**src/rtl/scl_wave_pkg.sv**
```systemverilog
package scl_wave_pkg;
  localparam int SWG_CNT_W = 8;
  localparam int SWG_EXP_W = 3;
  localparam int SWG_CFG_W = 2 * SWG_CNT_W + SWG_EXP_W;

  typedef struct packed {
    logic [SWG_EXP_W-1:0] expo;
    logic [SWG_CNT_W-1:0] hi_cnt;
    logic [SWG_CNT_W-1:0] lo_cnt;
  } swg_cfg_t;

  // Cycles in one phase for a given count, exponent and offset.
  function automatic int swg_phase_cycles(input int cnt, input int expo, input int offset);
    return ((cnt == 0) ? 1 : cnt) * (1 << expo) + offset;
  endfunction
endpackage

```
**src/rtl/swg_cfg_reg.sv**
```systemverilog
module swg_cfg_reg
  import scl_wave_pkg::*;
#(
  parameter int EXP_MAX = 5,
  parameter logic [SWG_CFG_W-1:0] RST_WORD = '0
) (
  input  logic                 clk,
  input  logic                 rst,
  input  logic                 wr_en,
  input  logic [SWG_CFG_W-1:0] wr_word,
  output swg_cfg_t             cfg_q
);
  localparam logic [SWG_EXP_W-1:0] EXP_CAP = SWG_EXP_W'(EXP_MAX);

  swg_cfg_t wr_fields;
  logic [SWG_EXP_W-1:0] expo_lim;

  always_comb begin
    wr_fields = swg_cfg_t'(wr_word);
    expo_lim  = (wr_fields.expo > EXP_CAP) ? EXP_CAP : wr_fields.expo;
  end

  always_ff @(posedge clk) begin
    if (rst) begin
      cfg_q <= swg_cfg_t'(RST_WORD);
    end else if (wr_en) begin
      cfg_q.expo   <= expo_lim;
      cfg_q.hi_cnt <= wr_fields.hi_cnt;
      cfg_q.lo_cnt <= wr_fields.lo_cnt;
    end
  end
endmodule

```
**src/rtl/swg_len_calc.sv**
```systemverilog
module swg_len_calc
  import scl_wave_pkg::*;
#(
  parameter int LEN_W  = 14,
  parameter int OFFSET = 4
) (
  input  logic [SWG_CNT_W-1:0] cnt_in,
  input  logic [SWG_EXP_W-1:0] expo,
  output logic [LEN_W-1:0]     len
);
  logic [LEN_W-1:0] base;

  always_comb begin
    base = (cnt_in == '0) ? LEN_W'(1) : LEN_W'(cnt_in);
    len  = (base << expo) + LEN_W'(OFFSET);
  end
endmodule

```
**src/rtl/swg_phase_ctr.sv**
```systemverilog
module swg_phase_ctr #(
  parameter int LEN_W      = 14,
  parameter int RST_HI_LEN = 624
) (
  input  logic             clk,
  input  logic             rst,
  input  logic             pause,
  input  logic [LEN_W-1:0] len_lo,
  input  logic [LEN_W-1:0] len_hi,
  output logic             scl_q,
  output logic             rise_q,
  output logic             fall_q
);
  logic [LEN_W-1:0] remain;

  always_ff @(posedge clk) begin
    if (rst) begin
      scl_q  <= 1'b1;
      remain <= LEN_W'(RST_HI_LEN - 1);
      rise_q <= 1'b0;
      fall_q <= 1'b0;
    end else begin
      rise_q <= 1'b0;
      fall_q <= 1'b0;
      if (!pause) begin
        if (remain == '0) begin
          scl_q <= ~scl_q;
          if (scl_q) begin
            remain <= len_lo - LEN_W'(1);
            fall_q <= 1'b1;
          end else begin
            remain <= len_hi - LEN_W'(1);
            rise_q <= 1'b1;
          end
        end else begin
          remain <= remain - LEN_W'(1);
        end
      end
    end
  end
endmodule

```
**src/rtl/scl_wave_gen.sv**
```systemverilog
module scl_wave_gen
  import scl_wave_pkg::*;
#(
  parameter int OFFSET  = 4,
  parameter int EXP_MAX = 5,
  parameter int RST_LO  = 155,
  parameter int RST_HI  = 155,
  parameter int RST_EXP = 2
) (
  input  logic                 clk,
  input  logic                 rst,
  input  logic                 cfg_we,
  input  logic [SWG_CFG_W-1:0] cfg_wdata,
  output logic [SWG_CFG_W-1:0] cfg_rdata,
  input  logic                 pause,
  output logic                 scl_out,
  output logic                 scl_rise,
  output logic                 scl_fall
);
  localparam int LEN_W      = SWG_CNT_W + EXP_MAX + 1;
  localparam int RST_EXP_C  = (RST_EXP > EXP_MAX) ? EXP_MAX : RST_EXP;
  localparam int RST_HI_LEN = swg_phase_cycles(RST_HI, RST_EXP_C, OFFSET);
  localparam logic [SWG_CFG_W-1:0] RST_WORD =
    {SWG_EXP_W'(RST_EXP_C), SWG_CNT_W'(RST_HI), SWG_CNT_W'(RST_LO)};

  swg_cfg_t         cfg_q;
  logic [SWG_CNT_W-1:0] cnt_arr [2];
  logic [LEN_W-1:0]     len_arr [2];

  swg_cfg_reg #(
    .EXP_MAX (EXP_MAX),
    .RST_WORD(RST_WORD)
  ) u_cfg (
    .clk    (clk),
    .rst    (rst),
    .wr_en  (cfg_we),
    .wr_word(cfg_wdata),
    .cfg_q  (cfg_q)
  );

  assign cnt_arr[0] = cfg_q.lo_cnt;
  assign cnt_arr[1] = cfg_q.hi_cnt;

  for (genvar g = 0; g < 2; g++) begin : g_len
    swg_len_calc #(
      .LEN_W (LEN_W),
      .OFFSET(OFFSET)
    ) u_len (
      .cnt_in(cnt_arr[g]),
      .expo  (cfg_q.expo),
      .len   (len_arr[g])
    );
  end

  swg_phase_ctr #(
    .LEN_W     (LEN_W),
    .RST_HI_LEN(RST_HI_LEN)
  ) u_phase (
    .clk   (clk),
    .rst   (rst),
    .pause (pause),
    .len_lo(len_arr[0]),
    .len_hi(len_arr[1]),
    .scl_q (scl_out),
    .rise_q(scl_rise),
    .fall_q(scl_fall)
  );

  assign cfg_rdata = cfg_q;
endmodule

```
**config.mk**
```make
export PLATFORM = sky130hd
export DESIGN_NAME = scl_wave_gen
export DESIGN_NICKNAME = d
export VERILOG_FILES = /design/src/rtl/scl_wave_pkg.sv /design/src/rtl/swg_cfg_reg.sv /design/src/rtl/swg_len_calc.sv /design/src/rtl/swg_phase_ctr.sv /design/src/rtl/scl_wave_gen.sv
export SDC_FILE = /design/constraint.sdc
export NUM_CORES = 1
export LEC_CHECK = 0
export ABC_AREA = 1
export BUFFER_PORTS_ARGS = -buffer_cell sky130_fd_sc_hd__clkbuf_2
export CAP_MARGIN = 20
export CORE_ASPECT_RATIO = 2
export CORE_MARGIN = 4
export CORE_UTILIZATION = 45
export CTS_CLUSTER_SIZE = 20
export DETAILED_ROUTE_END_ITERATION = 10
export GPL_ROUTABILITY_DRIVEN = 1
export SETUP_SLACK_MARGIN = 0.15
export SLEW_MARGIN = 10
export SYNTH_ARGS = -nofsm -noshare
export SYNTH_HDL_FRONTEND = slang
export SYNTH_HIERARCHICAL = 1
export SYNTH_SLANG_ARGS = --single-unit
```
**constraint.sdc**
```tcl
create_clock -name clk -period 3.4 [get_ports clk]
set_input_delay 0.17 -clock clk [delete_from_list [all_inputs] [get_ports clk]]
set_output_delay 0.17 -clock clk [all_outputs]
set_load 0.1 [all_outputs]
```
==> flow_metrics.env, run 1 <==
export IMPL_diodes=0
export IMPL_post_route_drc_count=0
export IMPL_power_density_mw_per_mm2=400
export IMPL_fin_crit_ns=2.93
export IMPL_cts_max_path_buffers=2
export IMPL_avgViaCountPerCell=5.08
export IMPL_core_area_mm2=0.00699
export IMPL_die_w_um=68.1
export IMPL_port_buffers=44
export IMPL_htree_levels=2
export IMPL_avgSynthCellArea_um2=5.89
export IMPL_slew_headroom_pct=63.4
export IMPL_use_met3_pct=3.33
export IMPL_clockRootBuffer="clkbuf_16"
export IMPL_grt_use_total_pct=22.4
export IMPL_hp_class="input pin to register"
export IMPL_setup_viol=0
export IMPL_yosysUniqueCellTypes=39
export IMPL_status="complete, no violations"
export IMPL_wl_per_cell_um=13.2
export IMPL_placed_cells=672
export IMPL_grt_start_max_net_pins=22
export IMPL_start_kind="register"
export IMPL_synth_top_area_share_pct=22.2
export IMPL_grt_ovfl_total=0
export IMPL_drt_pass1_iter_count=5
export IMPL_worstMarginPinSlew_ns=0.551
export IMPL_drt_iter0_drc=137
export IMPL_skew_ns=0.00347
export IMPL_clock_sinks=36
export IMPL_yosysMostFrequentCell="nand2_1"
export IMPL_total_power_mw=1.48
export IMPL_fin_crit_sh_pct=86.1
export IMPL_p_int_mw=0.879
export IMPL_crit_type="register to register"
export IMPL_yosys_top_cells_area="dfxtp_1 (22%), nand2_1 (19%), nand3_1 (8.8%)"
export IMPL_synth_cells=551
export IMPL_rows=43
export IMPL_cts_tree="done"
export IMPL_ios=45
export IMPL_yosysSeqAreaShare_pct=22.2
export IMPL_critPathMaxStageDelay_ns=0.34
export IMPL_clk_latency_ns=0.28
export IMPL_total_leakage_power_nw=1.90
export IMPL_syn_area_mm2=0.00325
export IMPL_synthFlopType="dfxtp_1"
export IMPL_final_cells=681
export IMPL_synthArstFlopShare_pct=0
export IMPL_crit_buf_inv=2
export IMPL_cts_inserted_buffers=5
export IMPL_slew_viol_final=0
export IMPL_p_seq_share_pct=32.2
export IMPL_synth_edf_count=0
export IMPL_cp_common_cell="nand2_1"
export IMPL_grt_pass1_wl_um=14900
export IMPL_crit_path_top_delay_cell="dfxtp_2"
export IMPL_die_h_um=128
export IMPL_synth_warnings=6
export IMPL_ys_ff_latch=36
export IMPL_cp_top_family="simple AND/OR/NAND/NOR gates"
export IMPL_setup_tns_ns=0
export IMPL_grt_pass1_vias=3418
export IMPL_grt_use_met2_pct=44.4
export IMPL_area_growth_pct=14.0
export IMPL_routed_wl_um=9000
export IMPL_rsz0062_at_grt="no"
export IMPL_gp_congestion=0.928
export IMPL_cp_end_kind="register"
export IMPL_worstPathRequired_ns=3.59
export IMPL_synth_common_cells="nand2_1 (168), inv_1 (61), nand3_1 (57), nor2_1 (55), dfxtp_1 (36)"
export IMPL_power_switching_mw=0.603
export IMPL_critPathArrivalTime_ns=3.12
export IMPL_cap_violations=0
export IMPL_timing_fmax_mhz=342
export IMPL_met1_usage_pct=19.0
export IMPL_grt_busiest_layer="met2"
export IMPL_hpwl_um=7480
export IMPL_layout_drive_gt1_share_pct=22.2
export IMPL_n_fill_cell=777
export IMPL_worst_path_max_fanout=5
export IMPL_ir_drop_uv=435
export IMPL_final_area_mm2=0.00370
export IMPL_antenna_left=0
export IMPL_place_area_mm2=0.00350
export IMPL_final_nets=617
export IMPL_synth_nets=577
export IMPL_fp_dieArea_mm2=0.00872
export IMPL_num_vias=3460
export IMPL_synth_top_cell_by_area="dfxtp_1"
export IMPL_holdWs_ns=0.0909
export IMPL_hold_viol=0
export IMPL_power_frac_clock_pct=30.1
export IMPL_clk_pin_slew_ns=0.06
export IMPL_start_util_pct=46.4
export IMPL_sw_frac_of_total_pct=40.7
export IMPL_combPwrFrac_pct=37.7
export IMPL_antenna_found_initial=0
[layer usage]
metal	vias up	wire length (µm)
met5	-	0
met2	79	5130
met3	30	316
li1	1829	-
met4	0	527
met1	1522	3030
[flip-flops by register name, indices dropped and copies added (netlist names)]
| name | flops |
|---|---|
| u_phase/rise_q | 1 |
| u_cfg/cfg_q | 19 |
| u_phase/fall_q | 1 |
| u_phase/scl_q | 1 |
| u_phase/remain | 14 |
[power groups by stage]
stage          sequential [mW]  combinational (mW)  clock [mW]
6_report                 0.477               0.559       0.446
4_1_cts                  0.477               0.546       0.458
3_5_place_dp             0.486               0.545           0
2_1_floorplan            0.593               0.327           0
3_3_place_gp             0.485               0.541           0
5_1_grt                  0.482               0.616       0.467
[kinds of logic (layout without fill, tap and decap cells)]
family,Yosys count,in the layout,synth area share [%]
and+or+nand+nor,342,342,48.9
muxes,3,3,0.925
adders and majority gates,3,3,1.16
buffers and inverters,89,129,12.2
AOI/OAI and AO/OA,71,71,12.7
xor gates and xnor gates,7,7,1.89
DFF,36,36,22.2
[layout by cell type, fill, tap and decap left out, types with 3 or more instances in the layout]
cell type,synthesis,layout
o21ai_0,24,24
o21ai_2,8,9
o211ai_1,4,4
clkbuf_2,0,44
dfxtp_1,36,27
clkbuf_16,0,5
or2_1,6,6
nand3_2,4,7
nand4_1,7,7
buf_4,1,7
inv_2,6,6
inv_1,61,61
nor2_1,55,53
nand3b_1,6,6
nand2_1,168,166
mux2i_1,3,3
a31oi_1,3,3
a21oi_1,13,13
clkinv_1,3,3
and2_1,4,3
dfxtp_2,0,8
o21ai_1,15,14
nand3_1,57,54
xor2_1,5,5
nand2_2,14,16
nor2_2,8,8
nor2_4,7,9
[per-stage QoR]
| step | util [%] | worst slack [ns] |
|---|---|---|
| 2_1_floorplan | - | 0.179 |
| 3_3_place_gp | 50.1 | 0.397 |
| 3_5_place_dp | 50.1 | 0.301 |
| 4_1_cts | 52.0 | 0.296 |
| 5_1_grt | 52.9 | 0.129 |
| 6_report | 52.9 | 0.472 |
[what timing repair did]
action / in CTS / in global routing
gates resized for setup: 0 / 14
endpoints found under the setup margin: 0 / 5
hold buffers: 0 / 0
buffers inserted: 0 / 2
[final timing paths]
kind | start | endpoint | slack (ns) | depth (start not counted)
min | cfg_wdata[18] | u_cfg/cfg_q[17]$_SDFFE_PP1P_ | 0.09 | 2
max reg2reg | u_cfg/cfg_q[10]$_SDFFE_PP0P_ | u_phase/remain[11]$_SDFFE_PP0N_ | 0.47 | 25
min reg2reg | u_cfg/cfg_q[8]$_SDFFE_PP1P_ | u_cfg/cfg_q[8]$_SDFFE_PP1P_ | 0.47 | 2
max | u_cfg/cfg_q[10]$_SDFFE_PP0P_ | u_phase/remain[11]$_SDFFE_PP0N_ | 0.47 | 25
[cell type report]
class	count	area (µm²)	area share (%)
tap	90	113	3.04
clock inverter	1	5.00	0.135
multi-input combinational	426	2170	58.7
inverter	70	263	7.10
sequential	36	734	19.9
clock buffer	6	129	3.48
timing repair buffer	52	284	7.68
Note: power is estimated with default switching activity, not from simulation.
==> run 2: changes to the inputs <==
--- a/config.mk
+++ b/config.mk
@@ -8,4 +8,3 @@
 export ABC_AREA = 1
-export BUFFER_PORTS_ARGS = -buffer_cell sky130_fd_sc_hd__clkbuf_2
-export CAP_MARGIN = 20
+export CAP_MARGIN = 30
 export CORE_ASPECT_RATIO = 2
@@ -15,2 +14,3 @@
 export DETAILED_ROUTE_END_ITERATION = 10
+export DONT_BUFFER_PORTS = 1
 export GPL_ROUTABILITY_DRIVEN = 1
==> constraint.sdc (replaced) <==
create_clock -name clk -period 3.4 [get_ports clk]
set_input_delay 0.34 -clock clk [delete_from_list [all_inputs] [get_ports clk]]
set_output_delay 0.34 -clock clk [all_outputs]
set_load 0.1 [all_outputs]
==> run 2 against run 1 <==
Hold slack improved by 0.021 ns. Sequential share of layout area increased by 0.46 points. Clock power fell by 1%. Combinational power is 2% lower. Sequential power is essentially flat. Non-clock buffer count fell by 23. Critical path type unchanged. Critical endpoint unchanged. Largest power group unchanged.
==> flow_metrics.env, run 2 (synthesis gave the netlist of run 1 again) <==
export IMPL_grt_start_max_net_pins=22
export IMPL_cts_hold_buf=0
export IMPL_setup_tns_ns=0
export IMPL_slew_viol_final=0
export IMPL_slew_headroom_pct=37.8
export IMPL_fin_crit_sh_pct=88.0
export IMPL_place_area_mm2=0.00341
export IMPL_die_h_um=128
export IMPL_grt_pass1_wl_um=14600
export IMPL_antenna_left=0
export IMPL_cap_violations=0
export IMPL_clockRootBuffer="clkbuf_16"
export IMPL_avgViaCountPerCell=5.17
export IMPL_final_cell_mix="nand2_1 (167), inv_1 (61), nand3_1 (56), nor2_1 (53), buf_4 (28)"
export IMPL_rsz0062_at_grt="no"
export IMPL_total_leakage_power_nw=1.82
export IMPL_cp_common_cell="nand2_1"
export IMPL_port_buffers=0
export IMPL_cts_inserted_buffers=5
export IMPL_clk_pin_slew_ns=0.05
export IMPL_clk_latency_ns=0.28
export IMPL_antenna_found_initial=0
export IMPL_largest_reg_flops=19
export IMPL_hold_viol=0
export IMPL_ir_drop_uv=296
export IMPL_setup_viol=0
export IMPL_grt_use_total_pct=21.9
export IMPL_final_area_mm2=0.00362
export IMPL_post_route_drc_count=0
export IMPL_total_power_mw=1.46
export IMPL_area_growth_pct=11.6
export IMPL_crit_type="register to register"
export IMPL_drt_pass1_iter_count=5
export IMPL_start_kind="register"
export IMPL_worst_path_max_fanout=4
export IMPL_final_nets=594
export IMPL_gp_congestion=0.910
export IMPL_p_seq_share_pct=32.5
export IMPL_largest_register="u_cfg/cfg_q"
export IMPL_layout_drive_gt1_share_pct=18.5
export IMPL_worstPathRequired_ns=3.59
export IMPL_sw_frac_of_total_pct=39.9
export IMPL_drt_iter0_drc=107
export IMPL_status="complete, no violations"
export IMPL_die_w_um=68.1
export IMPL_ios=45
export IMPL_grt_pass1_vias=3268
export IMPL_power_density_mw_per_mm2=404
export IMPL_p_int_mw=0.879
export IMPL_routed_wl_um=8950
export IMPL_clock_sinks=36
export IMPL_cp_end_kind="register"
export IMPL_timing_fmax_mhz=334
export IMPL_num_vias=3399
export IMPL_htree_levels=2
export IMPL_wl_per_cell_um=13.6
export IMPL_critPathArrivalTime_ns=3.18
export IMPL_cts_max_path_buffers=2
export IMPL_grt_ovfl_total=0
export IMPL_crit_path_top_delay_cell="dfxtp_2"
export IMPL_rows=43
export IMPL_fp_dieArea_mm2=0.00872
export IMPL_start_util_pct=46.4
export IMPL_mostFrequentLayoutCell="nand2_1"
export IMPL_worstMarginPinSlew_ns=0.932
export IMPL_critPathMaxStageDelay_ns=0.31
export IMPL_core_area_mm2=0.00699
export IMPL_fin_crit_ns=2.99
export IMPL_skew_ns=0.00253
export IMPL_largestRegisters="u_cfg/cfg_q (19), u_phase/remain (14)"
export IMPL_diodes=0
export IMPL_combPwrFrac_pct=37.5
export IMPL_cts_tree="done"
export IMPL_power_frac_clock_pct=30.1
export IMPL_hp_class="input pin to register"
export IMPL_power_switching_mw=0.584
export IMPL_hpwl_um=7270
[run 2: critical path, delay by kind of cell (launching register included)]
kind | cells | cell delay (ns)
fa+ha+maj | 1 | 0.18
compound gates | 1 | 0.07
simple gates | 21 | 2.21
buf+inv | 2 | 0.10
flops | 1 | 0.31
[run 2: worst paths after layout]
check	cells after the start	endpoint	slack [ns]	from
worst max-delay path	25	u_phase/remain[11]$_SDFFE_PP0N_	0.41	u_cfg/cfg_q[14]$_SDFFE_PP0P_
worst min-delay path	1	u_cfg/cfg_q[16]$_SDFFE_PP0P_	0.11	rst
worst max register to register	25	u_phase/remain[11]$_SDFFE_PP0N_	0.41	u_cfg/cfg_q[14]$_SDFFE_PP0P_
worst min register to register	2	u_phase/remain[6]$_SDFFE_PP1N_	0.50	u_phase/remain[6]$_SDFFE_PP1N_
[run 2: layout make-up]
| class | count | area [µm²] |
|---|---|---|
| multi-input cells | 426 | 2160 |
| flip-flops and latches | 36 | 736 |
| fillers | 765 | 3370 |
| well taps | 90 | 113 |
| repair buffers | 29 | 221 |
| clock inverters | 1 | 5.00 |
| inverters | 70 | 263 |
| clock buffers | 6 | 129 |
[run 2: repair_timing]
item | in CTS | in global routing
gates resized for setup | 0 | 10
setup endpoints to repair | 0 | 6
setup buffers | 0 | 6
[run 2: power by group through the flow]
stage          registers [mW]  logic [mW]  clock network [mW]
3_5_place_dp            0.484       0.531                   0
4_1_cts                 0.476       0.532               0.455
5_1_grt                 0.480       0.605               0.471
6_report                0.475       0.548               0.440
3_3_place_gp            0.483       0.524                   0
2_1_floorplan           0.593       0.327                   0
[run 2: per-stage QoR]
| stage | hold slack (ns) | worst slack (ns) | cells | utilization [%] |
|---|---|---|---|---|
| after floorplan | 0.405 | 0.179 | 551 | - |
| final | 0.111 | 0.408 | 658 | 51.8 |
| after global routing | 0.109 | 0.154 | 658 | 51.8 |
| after CTS | 0.108 | 0.261 | 652 | 50.7 |
| after global placement | 0.408 | 0.360 | 645 | 48.7 |
| after detailed placement | 0.410 | 0.269 | 645 | 48.7 |
[run 2: routing by layer]
metal	track usage [%]	share of wire, %
met1	19.3	33
met2	43.1	59
met3	3.33	3.2
met4	12.7	4.9
met5	0	0
